<file path="src/rtl/err_gate_pkg.sv">
package err_gate_pkg;

    localparam int IN_W  = 32;   // width of the incoming error vector
    localparam int UNC_W = 16;   // uncorrectable status width
    localparam int COR_W = 8;    // correctable status width
    localparam int SRC_W = 16;   // source ID width
    localparam int DEV_W = 4;    // device detected flags
    localparam int SEV_W = 3;    // one-hot message severity

    // bit positions the behaviour depends on
    localparam int UR_BIT   = 10;  // unsupported request (uncorrectable)
    localparam int ADV_BIT  = 5;   // advisory nonfatal (correctable)
    localparam int HOVF_BIT = 7;   // header log overflow (correctable)

    localparam int DEV_COR = 0;
    localparam int DEV_NF  = 1;
    localparam int DEV_FAT = 2;
    localparam int DEV_UR  = 3;

    localparam logic [SEV_W-1:0] SEV_COR = 3'b001;
    localparam logic [SEV_W-1:0] SEV_NF  = 3'b010;
    localparam logic [SEV_W-1:0] SEV_FAT = 3'b100;

    localparam logic [IN_W-1:0]  UNC_SUP = IN_W'({UNC_W{1'b1}});
    localparam logic [IN_W-1:0]  COR_SUP = IN_W'({COR_W{1'b1}});
    localparam logic [COR_W-1:0] ADV_ONEHOT  = COR_W'(1) << ADV_BIT;
    localparam logic [IN_W-1:0]  HOVF_EVENT  = IN_W'(1) << HOVF_BIT;

    // link protocol, surprise down, flow control, rx overflow, malformed, internal
    localparam logic [UNC_W-1:0] SEV_RESET =
        (UNC_W'(1) << 0) | (UNC_W'(1) << 1) | (UNC_W'(1) << 3) |
        (UNC_W'(1) << 7) | (UNC_W'(1) << 8) | (UNC_W'(1) << 12);

    typedef enum logic [1:0] {
        ST_IDLE = 2'd0,
        ST_EMIT = 2'd1,
        ST_OVF  = 2'd2
    } gate_state_e;

    typedef struct packed {
        logic              ok;
        logic [COR_W-1:0]  cor_set;
        logic [UNC_W-1:0]  unc_set;
        logic [DEV_W-1:0]  dev_set;
        logic              log;
        logic [UNC_W-1:0]  log_bit;
        logic              msg;
        logic [SEV_W-1:0]  sev;
    } decision_t;

endpackage

</file>
<file path="src/rtl/err_gate_classify.sv">
module err_gate_classify
    import err_gate_pkg::*;
(
    input  logic [IN_W-1:0]  vec_i,
    input  logic             is_cor_i,
    input  logic             adv_ok_i,
    input  logic [UNC_W-1:0] sev_i,
    input  logic [UNC_W-1:0] unc_mask_i,
    input  logic [COR_W-1:0] cor_mask_i,
    input  logic             serr_en_i,
    input  logic             cor_en_i,
    input  logic             nf_en_i,
    input  logic             fatal_en_i,
    input  logic             ur_en_i,
    output decision_t        dec_o
);

    logic [IN_W-1:0]  v;
    logic [UNC_W-1:0] uv;
    logic [COR_W-1:0] cbit;
    logic             single;
    logic             fatal;
    logic             adv;
    logic             ur;
    logic             cmasked;
    logic             umasked;

    always_comb begin
        v       = vec_i & (is_cor_i ? COR_SUP : UNC_SUP);
        single  = (v != '0) && ((v & (v - IN_W'(1))) == '0);
        uv      = v[UNC_W-1:0];
        fatal   = !is_cor_i && ((uv & sev_i) != '0);
        adv     = !is_cor_i && !fatal && adv_ok_i;
        ur      = !is_cor_i && uv[UR_BIT];
        cbit    = is_cor_i ? v[COR_W-1:0] : ADV_ONEHOT;
        cmasked = (cbit & cor_mask_i) != '0;
        umasked = (uv & unc_mask_i) != '0;

        dec_o         = '0;
        dec_o.log_bit = uv;
        if (single) begin
            dec_o.ok             = 1'b1;
            dec_o.dev_set[DEV_UR] = ur;
            if (is_cor_i || adv) begin
                dec_o.dev_set[DEV_COR] = 1'b1;
                dec_o.cor_set          = cbit;
                dec_o.sev              = SEV_COR;
                if (!cmasked) begin
                    if (adv) begin
                        dec_o.unc_set = uv;
                        dec_o.log     = !umasked;
                    end
                    dec_o.msg = cor_en_i && !(ur && !ur_en_i);
                end
            end else begin
                dec_o.dev_set[DEV_FAT] = fatal;
                dec_o.dev_set[DEV_NF]  = !fatal;
                dec_o.unc_set          = uv;
                dec_o.sev              = fatal ? SEV_FAT : SEV_NF;
                dec_o.log              = !umasked;
                dec_o.msg              = !umasked
                                      && !(ur && !ur_en_i && !serr_en_i)
                                      && (serr_en_i || (fatal ? fatal_en_i : nf_en_i));
            end
        end
    end

endmodule

</file>
<file path="src/rtl/err_gate_status.sv">
module err_gate_status
    import err_gate_pkg::*;
(
    input  logic             clk,
    input  logic             rst_n,
    input  logic [DEV_W-1:0] dev_set_i,
    input  logic [COR_W-1:0] cor_set_i,
    input  logic [UNC_W-1:0] unc_set_i,
    input  logic [DEV_W-1:0] dev_clr_i,
    input  logic [COR_W-1:0] cor_clr_i,
    input  logic [UNC_W-1:0] unc_clr_i,
    input  logic             sev_we_i,
    input  logic [UNC_W-1:0] sev_wdata_i,
    output logic [DEV_W-1:0] dev_o,
    output logic [COR_W-1:0] cor_o,
    output logic [UNC_W-1:0] unc_o,
    output logic [UNC_W-1:0] sev_o
);

    logic [DEV_W-1:0] dev_q;
    logic [COR_W-1:0] cor_q;
    logic [UNC_W-1:0] unc_q;
    logic [UNC_W-1:0] sev_q;

    always_ff @(posedge clk) begin
        if (!rst_n) begin
            dev_q <= '0;
            cor_q <= '0;
            unc_q <= '0;
            sev_q <= SEV_RESET;
        end else begin
            dev_q <= (dev_q & ~dev_clr_i) | dev_set_i;
            cor_q <= (cor_q & ~cor_clr_i) | cor_set_i;
            unc_q <= (unc_q & ~unc_clr_i) | unc_set_i;
            if (sev_we_i) sev_q <= sev_wdata_i;
        end
    end

    assign dev_o = dev_q;
    assign cor_o = cor_q;
    assign unc_o = unc_q;
    assign sev_o = sev_q;


    cor_sticky_chk: assert property (@(posedge clk) disable iff (!rst_n)
        (cor_clr_i == '0) |=> ((~cor_q & $past(cor_q)) == '0));

    unc_sticky_chk: assert property (@(posedge clk) disable iff (!rst_n)
        (unc_clr_i == '0) |=> ((~unc_q & $past(unc_q)) == '0));

    set_wins_chk: assert property (@(posedge clk) disable iff (!rst_n)
        (cor_set_i != '0) |=> ((cor_q & $past(cor_set_i)) == $past(cor_set_i)));

    sev_hold_chk: assert property (@(posedge clk) disable iff (!rst_n)
        !sev_we_i |=> $stable(sev_q));

endmodule

</file>
<file path="src/rtl/err_gate_ctrl.sv">
module err_gate_ctrl
    import err_gate_pkg::*;
(
    input  logic             clk,
    input  logic             rst_n,
    input  logic             evt_valid_i,
    output logic             evt_ready_o,
    input  logic [IN_W-1:0]  evt_status_i,
    input  logic             evt_is_cor_i,
    input  logic             evt_adv_ok_i,
    input  logic [SRC_W-1:0] evt_src_i,
    input  logic             log_ovf_i,
    output logic [IN_W-1:0]  cls_vec_o,
    output logic             cls_is_cor_o,
    output logic             cls_adv_o,
    input  decision_t        dec_i,
    output logic [DEV_W-1:0] dev_set_o,
    output logic [COR_W-1:0] cor_set_o,
    output logic [UNC_W-1:0] unc_set_o,
    output logic             msg_valid_o,
    output logic [SEV_W-1:0] msg_sev_o,
    output logic [SRC_W-1:0] msg_src_o,
    output logic             log_req_o,
    output logic [UNC_W-1:0] log_bit_o,
    output logic [SRC_W-1:0] log_src_o
);

    gate_state_e      state_q, state_d;
    logic             take;
    logic [UNC_W-1:0] pend_q;

    // the follow-up overflow event replaces the external one in ST_OVF
    always_comb begin
        if (state_q == ST_OVF) begin
            cls_vec_o    = HOVF_EVENT;
            cls_is_cor_o = 1'b1;
            cls_adv_o    = 1'b0;
        end else begin
            cls_vec_o    = evt_status_i;
            cls_is_cor_o = evt_is_cor_i;
            cls_adv_o    = evt_adv_ok_i;
        end
    end

    assign evt_ready_o = (state_q == ST_IDLE);
    assign take = dec_i.ok && (((state_q == ST_IDLE) && evt_valid_i) || (state_q == ST_OVF));

    assign dev_set_o = take ? dec_i.dev_set : '0;
    assign cor_set_o = take ? dec_i.cor_set : '0;
    assign unc_set_o = (state_q == ST_EMIT) ? pend_q : '0;

    always_comb begin
        state_d = state_q;
        unique case (state_q)
            ST_IDLE: if (take) state_d = ST_EMIT;
            ST_EMIT: state_d = (log_req_o && msg_valid_o && log_ovf_i) ? ST_OVF : ST_IDLE;
            ST_OVF:  state_d = ST_EMIT;
            default: state_d = ST_IDLE;
        endcase
    end

    always_ff @(posedge clk) begin
        if (!rst_n) state_q <= ST_IDLE;
        else        state_q <= state_d;
    end

    always_ff @(posedge clk) begin
        if (!rst_n) begin
            msg_valid_o <= 1'b0;
            msg_sev_o   <= '0;
            msg_src_o   <= '0;
            log_req_o   <= 1'b0;
            log_bit_o   <= '0;
            log_src_o   <= '0;
            pend_q      <= '0;
        end else begin
            msg_valid_o <= take && dec_i.msg;
            log_req_o   <= take && dec_i.log;
            if (take) begin
                msg_sev_o <= dec_i.sev;
                msg_src_o <= (state_q == ST_OVF) ? '0 : evt_src_i;
                log_bit_o <= dec_i.log_bit;
                log_src_o <= evt_src_i;
                pend_q    <= dec_i.unc_set;
            end else if (state_q == ST_EMIT) begin
                pend_q    <= '0;
            end
        end
    end


    accept_busy_chk: assert property (@(posedge clk) disable iff (!rst_n)
        (evt_valid_i && evt_ready_o && dec_i.ok) |=> !evt_ready_o);

    reject_quiet_chk: assert property (@(posedge clk) disable iff (!rst_n)
        (evt_valid_i && evt_ready_o && !dec_i.ok) |=> (evt_ready_o && !msg_valid_o && !log_req_o));

    msg_onehot_chk: assert property (@(posedge clk) disable iff (!rst_n)
        msg_valid_o |-> ($countones(msg_sev_o) == 1));

    msg_pulse_chk: assert property (@(posedge clk) disable iff (!rst_n)
        msg_valid_o |=> !msg_valid_o);

    ovf_hold_chk: assert property (@(posedge clk) disable iff (!rst_n)
        (log_req_o && msg_valid_o && log_ovf_i) |=> (!evt_ready_o && !msg_valid_o));

endmodule

</file>
<file path="src/rtl/err_gate.sv">
module err_gate
    import err_gate_pkg::*;
(
    input  logic             clk,
    input  logic             rst_n,
    input  logic             evt_valid,
    output logic             evt_ready,
    input  logic [IN_W-1:0]  evt_status,
    input  logic             evt_is_cor,
    input  logic             evt_adv_ok,
    input  logic [SRC_W-1:0] evt_src,
    input  logic             sev_we,
    input  logic [UNC_W-1:0] sev_wdata,
    input  logic [UNC_W-1:0] unc_mask,
    input  logic [COR_W-1:0] cor_mask,
    input  logic             serr_en,
    input  logic             cor_rep_en,
    input  logic             nf_rep_en,
    input  logic             fatal_rep_en,
    input  logic             ur_rep_en,
    input  logic [DEV_W-1:0] dev_clr,
    input  logic [COR_W-1:0] cor_clr,
    input  logic [UNC_W-1:0] unc_clr,
    output logic [DEV_W-1:0] dev_status,
    output logic [COR_W-1:0] cor_status,
    output logic [UNC_W-1:0] unc_status,
    output logic [UNC_W-1:0] sev_reg,
    output logic             msg_valid,
    output logic [SEV_W-1:0] msg_sev,
    output logic [SRC_W-1:0] msg_src,
    output logic             log_req,
    output logic [UNC_W-1:0] log_bit,
    output logic [SRC_W-1:0] log_src,
    input  logic             log_ovf
);

    logic [IN_W-1:0]  cls_vec;
    logic             cls_is_cor;
    logic             cls_adv;
    decision_t        dec;
    logic [DEV_W-1:0] dev_set;
    logic [COR_W-1:0] cor_set;
    logic [UNC_W-1:0] unc_set;

    err_gate_ctrl u_ctrl (
        .clk          (clk),
        .rst_n        (rst_n),
        .evt_valid_i  (evt_valid),
        .evt_ready_o  (evt_ready),
        .evt_status_i (evt_status),
        .evt_is_cor_i (evt_is_cor),
        .evt_adv_ok_i (evt_adv_ok),
        .evt_src_i    (evt_src),
        .log_ovf_i    (log_ovf),
        .cls_vec_o    (cls_vec),
        .cls_is_cor_o (cls_is_cor),
        .cls_adv_o    (cls_adv),
        .dec_i        (dec),
        .dev_set_o    (dev_set),
        .cor_set_o    (cor_set),
        .unc_set_o    (unc_set),
        .msg_valid_o  (msg_valid),
        .msg_sev_o    (msg_sev),
        .msg_src_o    (msg_src),
        .log_req_o    (log_req),
        .log_bit_o    (log_bit),
        .log_src_o    (log_src)
    );

    err_gate_classify u_cls (
        .vec_i      (cls_vec),
        .is_cor_i   (cls_is_cor),
        .adv_ok_i   (cls_adv),
        .sev_i      (sev_reg),
        .unc_mask_i (unc_mask),
        .cor_mask_i (cor_mask),
        .serr_en_i  (serr_en),
        .cor_en_i   (cor_rep_en),
        .nf_en_i    (nf_rep_en),
        .fatal_en_i (fatal_rep_en),
        .ur_en_i    (ur_rep_en),
        .dec_o      (dec)
    );

    err_gate_status u_stat (
        .clk         (clk),
        .rst_n       (rst_n),
        .dev_set_i   (dev_set),
        .cor_set_i   (cor_set),
        .unc_set_i   (unc_set),
        .dev_clr_i   (dev_clr),
        .cor_clr_i   (cor_clr),
        .unc_clr_i   (unc_clr),
        .sev_we_i    (sev_we),
        .sev_wdata_i (sev_wdata),
        .dev_o       (dev_status),
        .cor_o       (cor_status),
        .unc_o       (unc_status),
        .sev_o       (sev_reg)
    );


    log_then_status_chk: assert property (@(posedge clk) disable iff (!rst_n)
        log_req |=> ((unc_status & $past(log_bit)) == $past(log_bit)));

    masked_silent_chk: assert property (@(posedge clk) disable iff (!rst_n)
        log_req |-> ((log_bit & $past(unc_mask)) == '0));

endmodule

</file>
<file path="config.mk">
export PLATFORM = sky130hd
export DESIGN_NAME = err_gate
export DESIGN_NICKNAME = d
export VERILOG_FILES = /design/src/rtl/err_gate_pkg.sv /design/src/rtl/err_gate_classify.sv /design/src/rtl/err_gate_status.sv /design/src/rtl/err_gate_ctrl.sv /design/src/rtl/err_gate.sv
export SDC_FILE = /design/constraint.sdc
export NUM_CORES = 1
export LEC_CHECK = 0
export ABC_AREA = 1
export BUFFER_PORTS_ARGS = -buffer_cell sky130_fd_sc_hd__buf_2
export CORE_AREA = 5 5 146 148
export CTS_CLUSTER_SIZE = 20
export DETAILED_ROUTE_END_ITERATION = 12
export DIE_AREA = 0 0 151 153
export PLACE_DENSITY = 0.57
export SYNTH_ARGS = -nofsm -noshare
export SYNTH_HDL_FRONTEND = slang
export SYNTH_SLANG_ARGS = --single-unit
</file>
<file path="constraint.sdc">
create_clock -name clk -period 4.2 [get_ports clk]
set_input_delay 0.63 -clock clk [delete_from_list [all_inputs] [get_ports clk]]
set_output_delay 0.63 -clock clk [all_outputs]
set_load 0.01 [all_outputs]
</file>
Yosys cells after proc, flatten, opt, wreduce, memory -nomap -nowiden
Index checks and enable logic that the tools add are counted.
{"block": "totals", "ff_bits": 115, "input_bits": 128, "output_inout_bits": 98}
{"block": "op_classes", "n_addsub": 1, "n_eq_ne": 3, "muxes": 29, "n_bitwise": 14, "reduce_logical": 33}
{"op": "16-bit two-way mux", "count": 8}
{"op": "32-bit AND", "count": 2}
{"op": "16-bit AND", "count": 3}
{"op": "32-bit zero test", "count": 1}
{"op": "32-bit two-way mux", "count": 1}
{"op": "16-bit nonzero test", "count": 2}
{"op": "32-bit nonzero test", "count": 1}
{"op": "32-bit by 1-bit subtractor with 32-bit output, second input constant", "count": 1}
{"op": "30-bit two-way mux", "count": 1}
{"op": "8-bit two-way mux", "count": 3}
{"op": "8-bit AND", "count": 2}
{"op": "1-bit logical AND", "count": 16}
{"op": "16-bit NOT", "count": 1}
{"op": "16-bit OR", "count": 1}
{"op": "4-bit two-way mux", "count": 3}
{"op": "1-bit two-way mux", "count": 8}
{"op": "8-bit NOT", "count": 1}
{"op": "8-bit OR", "count": 1}
{"op": "8-bit nonzero test", "count": 1}
{"op": "1-bit zero test", "count": 7}
{"op": "2-bit two-way mux", "count": 3}
{"op": "2-bit one-hot mux with 3 select lines", "count": 1}
{"op": "4-bit AND", "count": 1}
{"op": "4-bit NOT", "count": 1}
{"op": "8 further kinds", "count": 10}

Logic depth before layout (Yosys ltp)
Gate-level depths: netlist (run 1).
{"block": "logic_depth", "ltp_word": 17, "mapped_depth": 16, "mapped_depth_nobuf": 14}

By module
Synthesis (run 1) repeated with hierarchy kept, for this count alone.
{"block": "unflattened", "hier_cells": 925, "hier_area_um2": 5841.9}
{"module": "err_gate_ctrl", "n_inst": 1, "cells_each": 478, "area_each_um2": 3119.2}
{"module": "err_gate_status", "n_inst": 1, "cells_each": 212, "area_each_um2": 1576.5}
{"module": "err_gate_classify", "n_inst": 1, "cells_each": 235, "area_each_um2": 1146.1}

Least setup slack after synthesis (run 1)
OpenSTA, ideal clock, no wires.
{"block": "synth_timing", "path_kind": "input-to-reg", "startpoint": "input evt_status[1]", "endpoint": "register u_ctrl.log_bit_o[10]", "t_arrival_ps": 2053, "path_slack_ps": 2015, "path_stages": 12, "path_buffers": 2, "cell_sequence": "o21ai_1 nand2_1 nor2_1 nand2_1 o21ai_1 inv_1 nor2_1 nand3_2 buf_2 buf_6 nand2_1 a21oi_1"}
{"block": "synth_between", "elab_chain_len": 8}
{"element": "from (decl)", "line_no": "err_gate.sv:8", "source": "input logic [IN_W-1:0] evt_status,"}
{"element": "32-bit two-way mux (*)", "line_no": "err_gate_ctrl.sv:34", "source": "if (state_q == ST_OVF) begin"}
{"element": "32-bit AND (*)", "line_no": "err_gate_classify.sv:29", "source": "v = vec_i & (is_cor_i ? COR_SUP : UNC_SUP);"}
{"element": "32-bit by 1-bit subtractor with 32-bit output", "line_no": "err_gate_classify.sv:30", "source": "single = (v != '0) && ((v & (v - IN_W'(1))) == '0);"}
{"element": "32-bit AND", "line_no": "err_gate_classify.sv:30"}
{"element": "32-bit zero test", "line_no": "err_gate_classify.sv:30"}
{"element": "1-bit logical AND (*)", "line_no": "err_gate_classify.sv:30"}
{"element": "30-bit two-way mux (*)", "line_no": "err_gate_classify.sv:41", "source": "if (single) begin"}
{"element": "1-bit logical AND (*)", "line_no": "err_gate_ctrl.sv:46", "source": "assign take = dec_i.ok && (((state_q == ST_IDLE) && evt_valid_i) || (state_q == ST_OVF));"}
{"element": "to (signal assigned)", "line_no": "err_gate_ctrl.sv:82", "source": "log_bit_o <= dec_i.log_bit;"}
{"element": "to (decl)", "line_no": "err_gate_ctrl.sv:24", "source": "output logic [UNC_W-1:0] log_bit_o,"}
Every way passes the cells marked *; elsewhere a longest branch is shown, timed or not.
A chain may end at the register's enable or synchronous reset.

Worst setup path after layout (run 1)
{"block": "layout_timing", "startpoint": "register u_ctrl.state_q[1]", "endpoint": "register u_ctrl.log_req_o"}
{"block": "layout_between", "elab_chain_len": 15}
{"element": "from (decl)", "line_no": "err_gate_ctrl.sv:28", "source": "gate_state_e state_q, state_d;"}
{"element": "from (signal assigned)", "line_no": "err_gate_ctrl.sv:64", "source": "else state_q <= state_d;"}
{"element": "branches (longest 14 deep; another with 32-bit by 1-bit subtractor with 32-bit output)"}
{"element": "1-bit logical AND (*)", "line_no": "err_gate_ctrl.sv:78", "source": "log_req_o <= take && dec_i.log;"}
{"element": "to (signal assigned)", "line_no": "err_gate_ctrl.sv:78"}
{"element": "to (decl)", "line_no": "err_gate_ctrl.sv:23", "source": "output logic log_req_o,"}
Mark *: on every way between the ends.

==> results.md, run 1 <==
- Status: complete, no violations
- DRT iter0 DRCs: between 300 and 400
- Routed len/inst: around 15 µm
- Critical Path End: u_ctrl.log_req_o
- Dominant cells by area after synthesis: dfxtp_1, nand2_1, a21oi_1
- Library cells used by synthesis: 25
- Mean Syn Cell Area: 6.89 µm²
- Register area: between 0.002 and 0.0025 mm²
- Yosys top cell area share: 45.6%
- Routability Congestion: 0.820
- Layout area overhead: 37.3%
- Port bufs: ~210
- Reg clk slew, reported paths: 0.06 ns
- Final Max Slew Viols: 0
- Crit Path Category: reg -> reg
- Final min period: 3.10 ns
- Gr usage total: between 10% and 20%
- Clk_lat worst skew: just over 0.4 ns
- Worst setup EP type: flop
- Die width: approximately 150 µm
- Post-DP HPWL: 13800 µm
- Cells after synthesis: between 700 and 800
- Vias in the first global route: 5115
- Total Wirelength: approximately 19000 µm
- Fin nets: 1065
- Starting Density: approximately a quarter
- # Post-CTS Setup Buffers: 0
- Vias per Instance: ~4.3
- Syn nets: 861
- R2r setup slk: approximately 1.1 ns
- First-pass GRT wire length: between 20000 and 30000 µm
- RSZ-0062 raised after global routing: no
- Clk_skew: approximately 0.009 ns
- Final setup TNS: 0 ns
- Pin count of the biggest net entering global routing: 56
- Clock sink count: about 120
- LEAKAGE: 3.30 nW
- Core Region: roughly 0.02 mm²
- CP arrival: approximately 3.4 ns
- # fillers: ~2200
- Die Height: 153 µm
- CTS tree: yes
- #FFs+latches synth: approximately 120
- Worst hold slack: around 0.43 ns
- GR Layer Usage met1: 20.8%
- Root Driver: clkbuf_16
- CTS Hold Bufs: 0
- I/O pin count: between 200 and 250
- DRC: 0
- Launch point of the worst path: u_ctrl.state_q[1]
- Max VDD drop: between 200 and 300 µV
- # setup viols final: 0
- Yosys warns: 0
- Share of cells above drive strength 1: approximately 28%
- Max Fanout on Critical Path: 30
- Terminus of the critical flop-to-flop path: u_ctrl.log_req_o
- Worst Max-Slew Pin Slew: approximately 1.0 ns
- Area of the multi-input gates: around 0.0023 mm²
- # rows: 52
- Grt ovf: 0
- Final ANT Viol Nets: 0
- Post_cts resized: 0
- Initial antenna violation count: 2
- Drt first pass iters: 5
- Normalized max-slew margin: around a third
- Cell taking the most area after synthesis: dfxtp_1
- Hold path depth: 3
- Die outline area: around 0.023 mm²
- Final hold vios: 0
- Hold Crit Class: in -> reg
- Seq/Total Area, Yosys: a little under half
- Startpoint types: flop
- Grt met3 use: ~3.7%
- Max-Cap Viols: 0
- FF-to-FF Start: u_ctrl.state_q[1]
- CTS HTree Levels: 4
- Vias: 5309
- Area of the mapped netlist: slightly above 0.005 mm²
- Data required, critical path: 4.55 ns
- Worst R2R Path Depth: 12
- Power Dens Cells: roughly 400 mW/mm²
- GR Util met2: about a quarter
- Period utilisation layout: approximately three quarters
- CTS Buffer Depth: 2
- CTS Buf Count: 17
- GRT Max-Usage Layer: met2
- Max Freq: ~320 MHz
-- sequential cells by signal, summed over array words and instances (netlist names) --
signal / cells
u_ctrl.log_bit_o: 16
u_stat.sev_o: 16
u_stat.cor_o: 8
u_stat.unc_o: 16
u_ctrl.state_q: 2
u_ctrl.log_req_o: 1
u_ctrl.log_src_o: 16
u_ctrl.msg_valid_o: 1
u_ctrl.pend_q: 16
u_ctrl.msg_src_o: 16
u_ctrl.msg_sev_o: 3
u_stat.dev_o: 4
-- through the flow --
stage	area (µm²)	power (mW)	utilization (%)	instances	setup slack [ns]
after global routing	6940	2.92	34.8	1221	0.641
after detailed placement	6340	1.35	31.8	1188	0.843
final	6940	2.80	34.8	1221	1.10
after CTS	6930	2.83	34.8	1219	1.06
after floorplan	5050	1.24	-	733	2.02
after global placement	6340	1.35	31.8	1188	0.866
-- cells in the final DEF, fill, tap and decap left out, drive strengths merged, types with 3 or more instances in the layout --
master and instances:
a21oi 93, buf 221, bufinv 3, clkbuf 22
clkinv 6, dfxtp 115, inv 57, nand2 237
nand3 93, nand3b 11, nand4 6, nor2 57
o21ai 22
-- power breakdown --
part,switching (mW),internal (mW)
Sequential,0.00762,1.10
Clock,0.513,0.959
Combinational,0.131,0.0819
Total,0.652,2.14
-- area by class of cell --
type	instances	area share [%]
multi-input combinational	524	33.6
sequential	115	33.2
timing repair buffer	221	16.6
clock buffer	22	6.69
tap	270	4.87
inverter	58	3.14
clock inverter	9	1.88
antenna	2	0.0721
-- cells by family (layout without fill, tap and decap cells) --
| family | count (synthesis) | count (layout) | share of synthesized area, % |
|---|---|---|---|
| compound gates | 115 | 115 | 11.5 |
| flops | 115 | 115 | 45.6 |
| other cells | 0 | 2 | 0 |
| buf+inv | 94 | 310 | 8.39 |
| simple gates | 409 | 409 | 34.6 |
-- critical path, cell delays in order (launching register included) --
cell	delay, ns
dfxtp_1	0.41
nand2_2	0.18
buf_4	0.28
o21ai_1	0.18
nand3_1	0.20
nor2_1	0.16
nand2_1	0.06
nand2_1	0.09
inv_1	0.05
nor2_1	0.12
nand3_2	0.57
nor2_4	0.47
and3_1	0.23
-- Yosys cell counts, drive strengths merged --
| master | number |
|---|---|
| nor2 | 57 |
| o21ai | 22 |
| nand3 | 93 |
| or2 | 2 |
| buf | 20 |
| nor3 | 2 |
| nand4 | 6 |
| clkbuf | 16 |
| nand3b | 11 |
| clkinv | 1 |
| inv | 57 |
| nand2 | 237 |
| and3 | 1 |
| a21oi | 93 |
| dfxtp | 115 |
-- metal layers --
| layer | vias to the layer above | routed length, µm |
|---|---|---|
| li1 | 2780 | - |
| met1 | 2329 | 8100 |
| met2 | 169 | 8850 |
| met3 | 31 | 1120 |
| met4 | 0 | 538 |
| met5 | - | 0 |
-- worst min path at each step --
stage	from	to	slack, ns
2_1_floorplan	u_ctrl.pend_q[0]	u_stat.unc_o[0]	0.46
3_3_place_gp	u_ctrl.msg_src_o[7]	u_ctrl.msg_src_o[7]	0.45
3_5_place_dp	u_ctrl.log_src_o[9]	u_ctrl.log_src_o[9]	0.45
4_1_cts	sev_wdata[0]	u_stat.sev_o[0]	0.41
5_1_grt	sev_wdata[0]	u_stat.sev_o[0]	0.43
6_report	sev_wdata[0]	u_stat.sev_o[0]	0.43
Note: power is estimated with default switching activity, not from simulation.
==> run 2: changes to the inputs <==
--- a/config.mk
+++ b/config.mk
@@ -5,12 +5,12 @@
 export SDC_FILE = /design/constraint.sdc
 export NUM_CORES = 1
 export LEC_CHECK = 0
-export ABC_AREA = 1
+export ABC_AREA = 0
 export BUFFER_PORTS_ARGS = -buffer_cell sky130_fd_sc_hd__buf_2
-export CORE_AREA = 5 5 146 148
+export CORE_AREA = 5 5 145 147
 export CTS_CLUSTER_SIZE = 20
 export DETAILED_ROUTE_END_ITERATION = 12
-export DIE_AREA = 0 0 151 153
+export DIE_AREA = 0 0 150 152
 export PLACE_DENSITY = 0.57
 export SYNTH_ARGS = -nofsm -noshare
 export SYNTH_HDL_FRONTEND = slang
==> constraint.sdc (replaced) <==
create_clock -name clk -period 2.95 [get_ports clk]
set_input_delay 0.4425 -clock clk [delete_from_list [all_inputs] [get_ports clk]]
set_output_delay 0.4425 -clock clk [all_outputs]
set_load 0.01 [all_outputs]
==> results.md, run 2 <==
- Status: complete, no violations
- DRT iter0 DRCs: 276 (-15%)
- Diode count: 0 (-2)
- Clk_lat worst skew: 0.42 ns (about the same)
- Hold_sp: sev_wdata[0]
- # Post-CTS Setup Buffers: 0 (unchanged)
- Vias per Instance: 4.58 (+5.3%)
- Die Height: 152 µm (-0.65%)
- Pin count of the biggest net entering global routing: 87 (+55%)
- Power Dens Cells: 589 mW/mm² (+46%)
- Crit path cell chain: nand2b_2, buf_4, and3_1, and4_1, o311ai_1, buf_4, a2111oi_4, buf_4, buf_12, nand4_1, o21ai_1
- Layout area overhead: 41.5%
- Fin nets: 926 (-13%)
- Dpl cells: 1049 (-12%)
- CP most frequent cell: buf_4
- LEAKAGE: 3.09 nW (-6.4%)
- Routability Congestion: 0.818 (-0.32%)
- #FFs+latches synth: 115 (unchanged)
- Library cells used by synthesis: 46 (+84%)
- Max Fanout on Critical Path: 37 (+23%)
- CTS Buffer Depth: 2 (unchanged)
- Die width: 150 µm (-0.66%)
- Total Wirelength: 17800 µm (-4.5%)
- DRC: 0 (unchanged)
- Routed len/inst: 16.4 µm (+7.8%)
- Launch point of the worst path: u_ctrl.state_q[0]
- Starting Density: 25.2% (-0.17 points)
- Startpoint types: flop
- CP delay by family, top: buffers and inverters
- FF-to-FF Start: u_ctrl.state_q[0]
- CP arrival: 2.93 ns (-0.51 ns)
- Crit Path Category: reg -> reg
- Cell taking the most area after synthesis: dfxtp_1
- Grt ovf: 0 (unchanged)
- Final Instance Area: 0.00706 mm² (+1.7%)
- Worst Max-Slew Pin Slew: 0.741 ns (-0.264 ns)
- Vias: 4950 (-6.8%)
- Max-Cap Viols: 0 (unchanged)
- Area of the mapped netlist: 0.00499 mm² (-1.3%)
- CP peak stage delay: 0.37 ns (-0.20 ns)
- Period utilisation layout: 87.7% (+14 points)
- Final Max Slew Viols: 0 (unchanged)
- Most frequent cell after synthesis: dfxtp_1
- CTS Hold Bufs: 0 (unchanged)
- I/O pin count: 226 (unchanged)
- Initial antenna violation count: 1 (-1)
- First-pass GRT wire length: 27200 µm (-4.8%)
- Mean Syn Cell Area: 8.38 µm² (+22%)
- Slowest-stage cell, CP: dfxtp_1
- Final ANT Viol Nets: 0 (unchanged)
- Final hold vios: 0 (unchanged)
- Final Power: 4.15 mW (+49%)
- Commonest non-fill, non-tap cell in the layout: buf_2
- Worst setup EP type: flop
- Normalized max-slew margin: 50.1% (+17 points)
- Cells after synthesis: 595 (-19%)
- Yosys top cell area share: 46.2% (+0.61 points)
- Yosys warns: 0 (unchanged)
- Clk_skew: 0.00715 ns (-0.00195 ns)
- Final min period: 2.59 ns (-0.513 ns)
- # rows: 52 (unchanged)
- Top FF cell, synth: dfxtp_1
- CTS tree: yes
- Clock sink count: 115 (unchanged)
- Reg clk slew, reported paths: 0.06 ns (about the same)
- Most frequent cells in the layout: buf_2, dfxtp_1, nand2_1, o21ai_1, nor2b_1
- Worst Path Buf+Inv: 4 (+2)
- Core Region: 0.0198 mm² (-0.65%)
- Seq/Total Area, Yosys: 46.2% (+0.61 points)
- Finished Core Util: 35.7% (+0.82 points)
- Dominant cells by area after synthesis: dfxtp_1, nand2_1, o21ai_1
- Hold Crit Class: in -> reg
- # setup viols final: 0 (unchanged)
- Data required, critical path: 3.30 ns (-1.25 ns)
- Max Freq: 387 MHz (+20%)
- Max VDD drop: 379 µV (+49%)
- Die outline area: 0.0228 mm² (-1.3%)
- Port bufs: 209 (unchanged)
- Drt first pass iters: 4 (-1)
- Post-synth top cells: dfxtp_1, nand2_1, o21ai_1, nor2b_1
- Vias in the first global route: 4807 (-6.0%)
- Final setup TNS: 0 ns (unchanged)
- Gr usage total: 15.4% (-0.83 points)
- Syn nets: 723 (-16%)
- Non-Filler Instances: 1081 (-11%)
- Share of cells above drive strength 1: 34.2% (+6.2 points)
- CTS Buf Count: 17 (unchanged)
- Post-DP HPWL: 13100 µm (-5.4%)
- Post_cts resized: 0 (unchanged)
- CTS HTree Levels: 4 (unchanged)
- DP Area: 0.00641 mm² (+1.1%)
- EDFF count, synth: 0 (unchanged)
- RSZ-0062 raised after global routing: no
- Root Driver: clkbuf_16
- Async set or reset register ratio after synthesis: 0% (unchanged)
run 2: changes by cell type after synthesis, moves of 26 or more:
cell / delta
nand2_1: -150
a21oi_1: -73
o21ai_1: +58
nand3_1: -54
inv_1: -48
nor2b_1: +45
nor2_1: -40
nand4_1: +36
clkbuf_1: +26
run 2: logic make-up (layout without fill, tap and decap cells):
group / after synthesis / after routing / synth area share (%)
AO/OA/AOI/OAI: 145 / 145 / 17.9
buffers and inverters: 61 / 277 / 5.47
adder cells (fa/ha/maj): 1 / 1 / 0.201
multiplexers: 17 / 17 / 3.44
flip-flops: 115 / 115 / 46.2
AND/OR/NAND/NOR: 256 / 256 / 26.9
run 2: stage by stage:
step	setup slack [ns]	hold WS, ns
3_5_place_dp	0.0175	0.431
2_1_floorplan	0.370	0.429
4_1_cts	0.381	0.220
3_3_place_gp	0.0507	0.423
5_1_grt	0.0508	0.239
6_report	0.364	0.244
run 2: area by class of cell:
cell class / instances / area (µm²)
Multi-Input combinational cell: 419 / 2410
Clock inverter: 9 / 149
Tap cell: 270 / 338
Sequential cell: 115 / 2300
Timing Repair Buffer: 241 / 1340
Clock buffer: 23 / 498
Fill cell: 2140 / 12700
Inverter: 4 / 15.0
run 2: metal layers:
| metal | vias up | share of wire, % | GRT usage (%) | wire, µm |
|---|---|---|---|---|
| li1 | 2524 | - | - | - |
| met1 | 2257 | 43 | 19.1 | 7670 |
| met2 | 148 | 47 | 24.5 | 8410 |
| met3 | 19 | 7.7 | 6.14 | 1380 |
| met4 | 2 | 1.6 | 4.79 | 284 |
| met5 | - | 0.073 | 0 | 13 |
run 2: path summary, 6_finish.rpt:
path	endpoint	slack [ns]	cells past startpoint
hold reg to reg	u_ctrl.state_q[1]	0.44	2
setup reg to reg	u_ctrl.msg_src_o[0]	0.36	11
setup / recovery	u_ctrl.msg_src_o[0]	0.36	11
hold / removal	u_stat.sev_o[0]	0.24	3
run 2: worst reg2reg max path, stage by stage (launching register included):
cell       delay, ns
dfxtp_1         0.37
nand2b_2        0.16
buf_4           0.27
and3_1          0.25
and4_1          0.23
o311ai_1        0.14
buf_4           0.17
a2111oi_4       0.21
buf_4           0.28
buf_12          0.21
nand4_1         0.13
o21ai_1         0.10
run 2: power by group:
group	total [mW]	switching [mW]	internal, mW
Clock	2.27	0.751	1.52
Sequential	1.58	0.0114	1.57
Combinational	0.301	0.169	0.132
Total	4.15	0.932	3.22
